===== src/rtl/comma_framer_pkg.sv =====
// Shared constants and helpers for the comma framer.
// Assumes a 10-bit line code whose comma has two disparity forms.
package comma_framer_pkg;
    localparam int SYM_W = 10;
    localparam logic [SYM_W-1:0] COMMA_NEG = 10'b0011111010;
    localparam logic [SYM_W-1:0] COMMA_POS = 10'b1100000101;

    typedef enum logic {MODE_SINGLE, MODE_DOUBLE} frame_mode_e;

    // True when the symbol equals either comma form.
    function automatic logic is_comma(input logic [SYM_W-1:0] s);
        return (s == COMMA_NEG) || (s == COMMA_POS);
    endfunction
endpackage


===== src/rtl/comma_framer_shifter.sv =====
// Serial-in shifter with a comma detector on its full contents.
// The oldest bit sits in the MSB. It assumes one valid bit on every clock.
module comma_framer_shifter
    import comma_framer_pkg::*;
(
    input  logic             clk,
    input  logic             rst_n,
    input  logic             bit_in,
    output logic [SYM_W-1:0] sym_o,
    output logic             comma_hit_o
);
    logic [SYM_W-1:0] shreg;

    // Shift one new bit in at the LSB each clock.
    always_ff @(posedge clk) begin
        if (!rst_n) shreg <= '0;
        else        shreg <= {shreg[SYM_W-2:0], bit_in};
    end

    // Compare the shifter against both comma forms after every bit.
    always_comb begin
        sym_o       = shreg;
        comma_hit_o = is_comma(shreg);
    end
endmodule


===== src/rtl/comma_framer_bitcnt.sv =====
// Bit-phase counter that marks symbol boundaries.
// A reframe request restarts it, so the current shifter contents form a boundary.
module comma_framer_bitcnt #(
    parameter int W = 10,
    localparam int CW = $clog2(W)
) (
    input  logic          clk,
    input  logic          rst_n,
    input  logic          reframe_req,
    output logic [CW-1:0] phase_o,
    output logic          aligned_o
);
    logic [CW-1:0] cnt;
    logic          wrap;

    // Detect the last bit of a symbol on the current boundary.
    always_comb begin
        wrap      = (cnt == CW'(W-1));
        aligned_o = wrap || reframe_req;
        phase_o   = cnt;
    end

    // Advance the phase, restarting on a wrap or on a reframe.
    always_ff @(posedge clk) begin
        if (!rst_n)                   cnt <= '0;
        else if (wrap || reframe_req) cnt <= '0;
        else                          cnt <= cnt + CW'(1);
    end
endmodule


===== src/rtl/comma_framer_ctrl.sv =====
// Reframe decision, run-length mode switch, double-comma window and ready hold.
// It assumes that phase_in identifies the bit phase within a symbol and that
// byte_aligned marks every symbol boundary, including reframe boundaries.
module comma_framer_ctrl
    import comma_framer_pkg::*;
#(
    parameter int W         = 10,
    parameter int RUN_LIMIT = 2048,
    parameter int WIN_BYTES = 5,
    localparam int CW       = $clog2(W),
    localparam int RUN_W    = $clog2(RUN_LIMIT + 2),
    localparam int WIN_BITS = WIN_BYTES * W,
    localparam int WT_W     = $clog2(WIN_BITS + 1)
) (
    input  logic          clk,
    input  logic          rst_n,
    input  logic          reframe_en,
    input  logic          comma_hit,
    input  logic [CW-1:0] phase_in,
    input  logic          byte_aligned,
    output logic          reframe_req,
    output logic          ready_next
);
    logic             en_prev;
    logic             hold;
    logic [RUN_W-1:0] run_cnt;
    logic             win_open;
    logic [CW-1:0]    win_phase;
    logic [WT_W-1:0]  win_timer;
    frame_mode_e      mode;
    logic             en_rise;
    logic             pair_hit;
    logic             hold_next;

    // Decide mode, pair match, reframe and next ready state.
    always_comb begin
        en_rise     = reframe_en && !en_prev;
        mode        = (run_cnt > RUN_W'(RUN_LIMIT)) ? MODE_DOUBLE : MODE_SINGLE;
        pair_hit    = win_open && (phase_in == win_phase);
        reframe_req = reframe_en && comma_hit && ((mode == MODE_SINGLE) || pair_hit);
        hold_next   = (hold || en_rise) && !reframe_req;
        ready_next  = byte_aligned && !hold_next;
    end

    // Track the enable edge and the ready hold.
    always_ff @(posedge clk) begin
        if (!rst_n) begin
            en_prev <= 1'b0;
            hold    <= 1'b0;
        end else begin
            en_prev <= reframe_en;
            hold    <= hold_next;
        end
    end

    // Count enabled symbols, saturating one past the limit.
    always_ff @(posedge clk) begin
        if (!rst_n)                                           run_cnt <= '0;
        else if (!reframe_en)                                 run_cnt <= '0;
        else if (byte_aligned && run_cnt <= RUN_W'(RUN_LIMIT)) run_cnt <= run_cnt + RUN_W'(1);
    end

    // Open, restart and expire the double-comma window.
    always_ff @(posedge clk) begin
        if (!rst_n) begin
            win_open  <= 1'b0;
            win_phase <= '0;
            win_timer <= '0;
        end else if (!reframe_en || mode == MODE_SINGLE || reframe_req) begin
            win_open  <= 1'b0;
        end else if (comma_hit) begin
            win_open  <= 1'b1;
            win_phase <= phase_in;
            win_timer <= WT_W'(WIN_BITS);
        end else if (win_open) begin
            if (win_timer == WT_W'(1)) win_open <= 1'b0;
            win_timer <= win_timer - WT_W'(1);
        end
    end
endmodule


===== src/rtl/comma_framer.sv =====
// Top of the comma framer: shifter, bit counter, control and registered outputs.
// It assumes a continuous serial stream, one bit per clock, with the first bit
// of each symbol sent first.
module comma_framer
    import comma_framer_pkg::*;
#(
    parameter int RUN_LIMIT = 2048,
    parameter int WIN_BYTES = 5
) (
    input  logic             clk,
    input  logic             rst_n,
    input  logic             ser_in,
    input  logic             reframe_en,
    output logic             byte_strobe,
    output logic [SYM_W-1:0] word_out,
    output logic             ready,
    output logic             reframe_pulse
);
    localparam int CW = $clog2(SYM_W);

    logic [SYM_W-1:0] sym;
    logic             comma_hit;
    logic [CW-1:0]    phase;
    logic             byte_aligned;
    logic             reframe_req;
    logic             ready_next;

    comma_framer_shifter u_shift (
        .clk(clk), .rst_n(rst_n), .bit_in(ser_in),
        .sym_o(sym), .comma_hit_o(comma_hit)
    );

    comma_framer_bitcnt #(.W(SYM_W)) u_cnt (
        .clk(clk), .rst_n(rst_n), .reframe_req(reframe_req),
        .phase_o(phase), .aligned_o(byte_aligned)
    );

    comma_framer_ctrl #(.W(SYM_W), .RUN_LIMIT(RUN_LIMIT), .WIN_BYTES(WIN_BYTES)) u_ctrl (
        .clk(clk), .rst_n(rst_n), .reframe_en(reframe_en), .comma_hit(comma_hit),
        .phase_in(phase), .byte_aligned(byte_aligned),
        .reframe_req(reframe_req), .ready_next(ready_next)
    );

    // Register the symbol, strobe, ready and reframe outputs.
    always_ff @(posedge clk) begin
        if (!rst_n) begin
            byte_strobe   <= 1'b0;
            word_out      <= '0;
            ready         <= 1'b0;
            reframe_pulse <= 1'b0;
        end else begin
            byte_strobe   <= byte_aligned;
            reframe_pulse <= reframe_req;
            ready         <= ready_next;
            if (byte_aligned) word_out <= sym;
        end
    end
endmodule


===== config.mk =====
export PLATFORM = sky130hd
export DESIGN_NAME = comma_framer
export DESIGN_NICKNAME = d
export VERILOG_FILES = /design/src/rtl/comma_framer_pkg.sv /design/src/rtl/comma_framer_shifter.sv /design/src/rtl/comma_framer_bitcnt.sv /design/src/rtl/comma_framer_ctrl.sv /design/src/rtl/comma_framer.sv
export SDC_FILE = /design/constraint.sdc
export NUM_CORES = 1
export LEC_CHECK = 0
export BUFFER_PORTS_ARGS = -buffer_cell sky130_fd_sc_hd__buf_2
export CAP_MARGIN = 5
export CORE_MARGIN = 2
export CORE_UTILIZATION = 42
export CTS_BUF_LIST = sky130_fd_sc_hd__clkbuf_16
export CTS_CLUSTER_SIZE = 30
export DETAILED_ROUTE_END_ITERATION = 10
export PLACE_DENSITY_LB_ADDON = 0.1
export SYNTH_ARGS = -nofsm -noshare
export SYNTH_HDL_FRONTEND = slang
export SYNTH_SLANG_ARGS = --single-unit

===== constraint.sdc =====
create_clock -name clk -period 2.74 [get_ports clk]
set_input_delay 0.137 -clock clk [delete_from_list [all_inputs] [get_ports clk]]
set_output_delay 0.137 -clock clk [all_outputs]
set_load 0.02 [all_outputs]

==> impl_metrics.json <==
{
  "finClkSkew_ps": 3.96,
  "num_vias": 1668,
  "syn_to_final_growth_pct": 11.3,
  "regArea_um2": 1040,
  "grt_overflow": 0,
  "rsz0062_at_grt": "false",
  "cts_buffers": 5,
  "status": "completed",
  "drive_gt1_share_pct": 14.5,
  "drtAntennaViolNets": 0,
  "slew_headroom_pct": 55.5,
  "synth.most_common_cell": "dfxtp_1",
  "critical-path-top-delay-family": "simple AND/OR/NAND/NOR gates",
  "die_y_um": 77.8,
  "drv_cap": 0,
  "rows": 26,
  "multiInputGateArea_um2": 1140,
  "syn_area_per_cell_um2": 9.44,
  "drc": 0,
  "wire_per_inst_um": 13.0,
  "coreArea_um2": 5170,
  "fin_setup_tns_ps": 0,
  "p_per_area_nw_per_um2": 552,
  "mappedNetlistArea_um2": 2280,
  "die_area_um2": 6050,
  "wl_um": 4240,
  "cp.arrival_ps": 2100,
  "synth_nets": 252,
  "setup_violations": 0,
  "synth_top_flop_cell": "dfxtp_1",
  "worst-path-max-fanout": 5,
  "h-tree-depth": 2,
  "insertion_delay_ps": 280,
  "cts_max_path_buffers": 2,
  "initial_utilization_pct": 44.2,
  "crit_buf_inv": 1,
  "yosysTopAreaCellShare_pct": 45.6,
  "final_nets": 266,
  "path_cells": "inv_1, ha_1, a41oi_4, nand2_2, or3b_1, mux2i_1, nor2_1",
  "hpwl_um": 2970,
  "ys_types": 49,
  "required_ps": 2890,
  "worst_pin_slew_ps": 666,
  "max_freq_ghz": 0.513,
  "grt_pass1_wl_um": 7640,
  "async_reset_ff_share_pct": 0,
  "synth_cells": 242,
  "place_congestion": 0.755,
  "cts_resized": 0,
  "synth_common_cells": "dfxtp_1, nor2_1, inv_1",
  "io_buffers": 16,
  "grt_usage_pct": 15.8,
  "drt_first_pass_iters": 4,
  "fin_crit_sh_pct": 71.1,
  "fill_cells": 501,
  "slew_violations": 0,
  "fin_total_pwr_mw": 1.40,
  "clock_tree.root_cell": "clkbuf_16",
  "hold_viol_final": 0,
  "synth_area_leaders": "dfxtp_1, mux2i_1, nor2_1",
  "setup.worst_path.end_class": "register",
  "diodes": 0,
  "synth_edf_count": 0,
  "slowest_stage": "or3b_1",
  "ir_worst_vdd_mv": 0.412,
  "p_leak_nw": 1.01,
  "worst_setup_path_start_kind": "register",
  "slowest_delay_ps": 500,
  "fin_hold_ws_ps": 54.9,
  "hold_class": "in -> reg",
  "avgViaCountPerCell": 5.12,
  "pin_count": 17,
  "hold_buffers": 0,
  "synth_seq_area_share_pct": 45.6,
  "post_cts_buffers": 0,
  "die_w_um": 77.8,
  "fin_crit_ps": 1950,
  "ys_warn_count": 0,
  "antenna_found_initial": 0,
  "clkSlewWorstSetupHoldPaths_ps": 70,
  "criticalPathCategory": "reg -> reg",
  "grt_pass1_vias": 1664,
  "cts_tree": "yes",
  "grt_max_degree": 26,
  "yosysTopAreaCell": "dfxtp_1",
  "clock-sinks": 52,
  "stdcell_count": 326,
  "ys_seq_elements": 52,
  "drtIter0Drc": 48,
  "utilization_pct": 49.2,
  "dp_cells": 319
}
flip-flops by register name, indices dropped and copies added, names as in the netlist, 4 cells and up:
| signal | cells |
|---|---|
| u_ctrl.run_cnt | 12 |
| u_shift.sym_o | 10 |
| word_out | 10 |
| u_ctrl.win_timer | 6 |
| u_cnt.phase_o | 4 |
| u_ctrl.win_phase | 4 |
area by class of cell:
class                           count  share of cell area, %
Sequential cell                    52                   40.9
Tap cell                           70                   3.44
Multi-Input combinational cell    165                   44.7
Inverter                           16                   2.36
Timing Repair Buffer               16                   3.15
Clock buffer                        5                   4.92
Clock inverter                      2                  0.492
per-layer routing:
metal / global-route usage (%) / vias up / wire length, um
met4: 4.82 / 0 / 27
li1: - / 864 / -
met5: 0 / - / 0
met1: 19.5 / 772 / 2030
met2: 26.8 / 30 / 2030
met3: 4.30 / 2 / 156
cells by family (layout without fill, tap and decap cells):
family | count (synthesis) | in the layout | share of synthesized area (%)
simple gates | 100 | 100 | 23.8
flops | 52 | 52 | 45.6
compound gates | 34 | 34 | 12.3
buf+inv | 25 | 39 | 4.65
mux | 15 | 15 | 6.57
xor+xnor | 10 | 10 | 3.83
fa+ha+maj | 6 | 6 | 3.29
cell usage in the layout (no fill, tap or decap), types with 3 or more instances in the layout:
| cell type | count |
|---|---|
| a21oi_1 | 6 |
| nand4_1 | 6 |
| a31oi_1 | 3 |
| clkbuf_16 | 5 |
| ha_1 | 6 |
| and2_1 | 13 |
| nor2_1 | 37 |
| nand2_1 | 11 |
| xor2_1 | 4 |
| dfxtp_1 | 52 |
| inv_1 | 16 |
| nand3_1 | 10 |
| buf_2 | 16 |
| o21ai_0 | 4 |
| a21o_1 | 3 |
| mux2i_1 | 15 |
| nor3_1 | 4 |
| xnor2_1 | 6 |
through the flow:
step | worst slack [ps] | cell area (um^2)
detailed placement | 780 | 2410
global route | 610 | 2540
CTS | 744 | 2540
global placement | 790 | 2410
floorplan | 944 | 2280
finish | 792 | 2540
report_power, final:
| part | internal, mW | total (mW) | switching [mW] |
|---|---|---|---|
| registers | 0.764 | 0.773 | 0.00905 |
| clock network | 0.332 | 0.592 | 0.260 |
| logic | 0.0134 | 0.0380 | 0.0246 |
| total | 1.11 | 1.40 | 0.294 |
worst reg2reg max path: cells and delay by family, from the launching register on:
kind | cells | cell delay, ps
buffers and inverters | 1 | 60
DFF | 1 | 410
AOI/OAI and AO/OA | 1 | 240
and+or+nand+nor | 3 | 680
muxes | 1 | 200
adders and majority gates | 1 | 230
worst paths after layout:
check | start | endpoint | slack, ps | cells past startpoint
worst max-delay path | u_ctrl.run_cnt[0] | u_ctrl.win_phase[3] | 790 | 7
worst min-delay path | ser_in | u_shift.sym_o[0] | 50 | 2
worst max register to register | u_ctrl.run_cnt[0] | u_ctrl.win_phase[3] | 790 | 7
worst min register to register | word_out[0] | word_out[0] | 490 | 2
(Power assumes the default switching activity.)
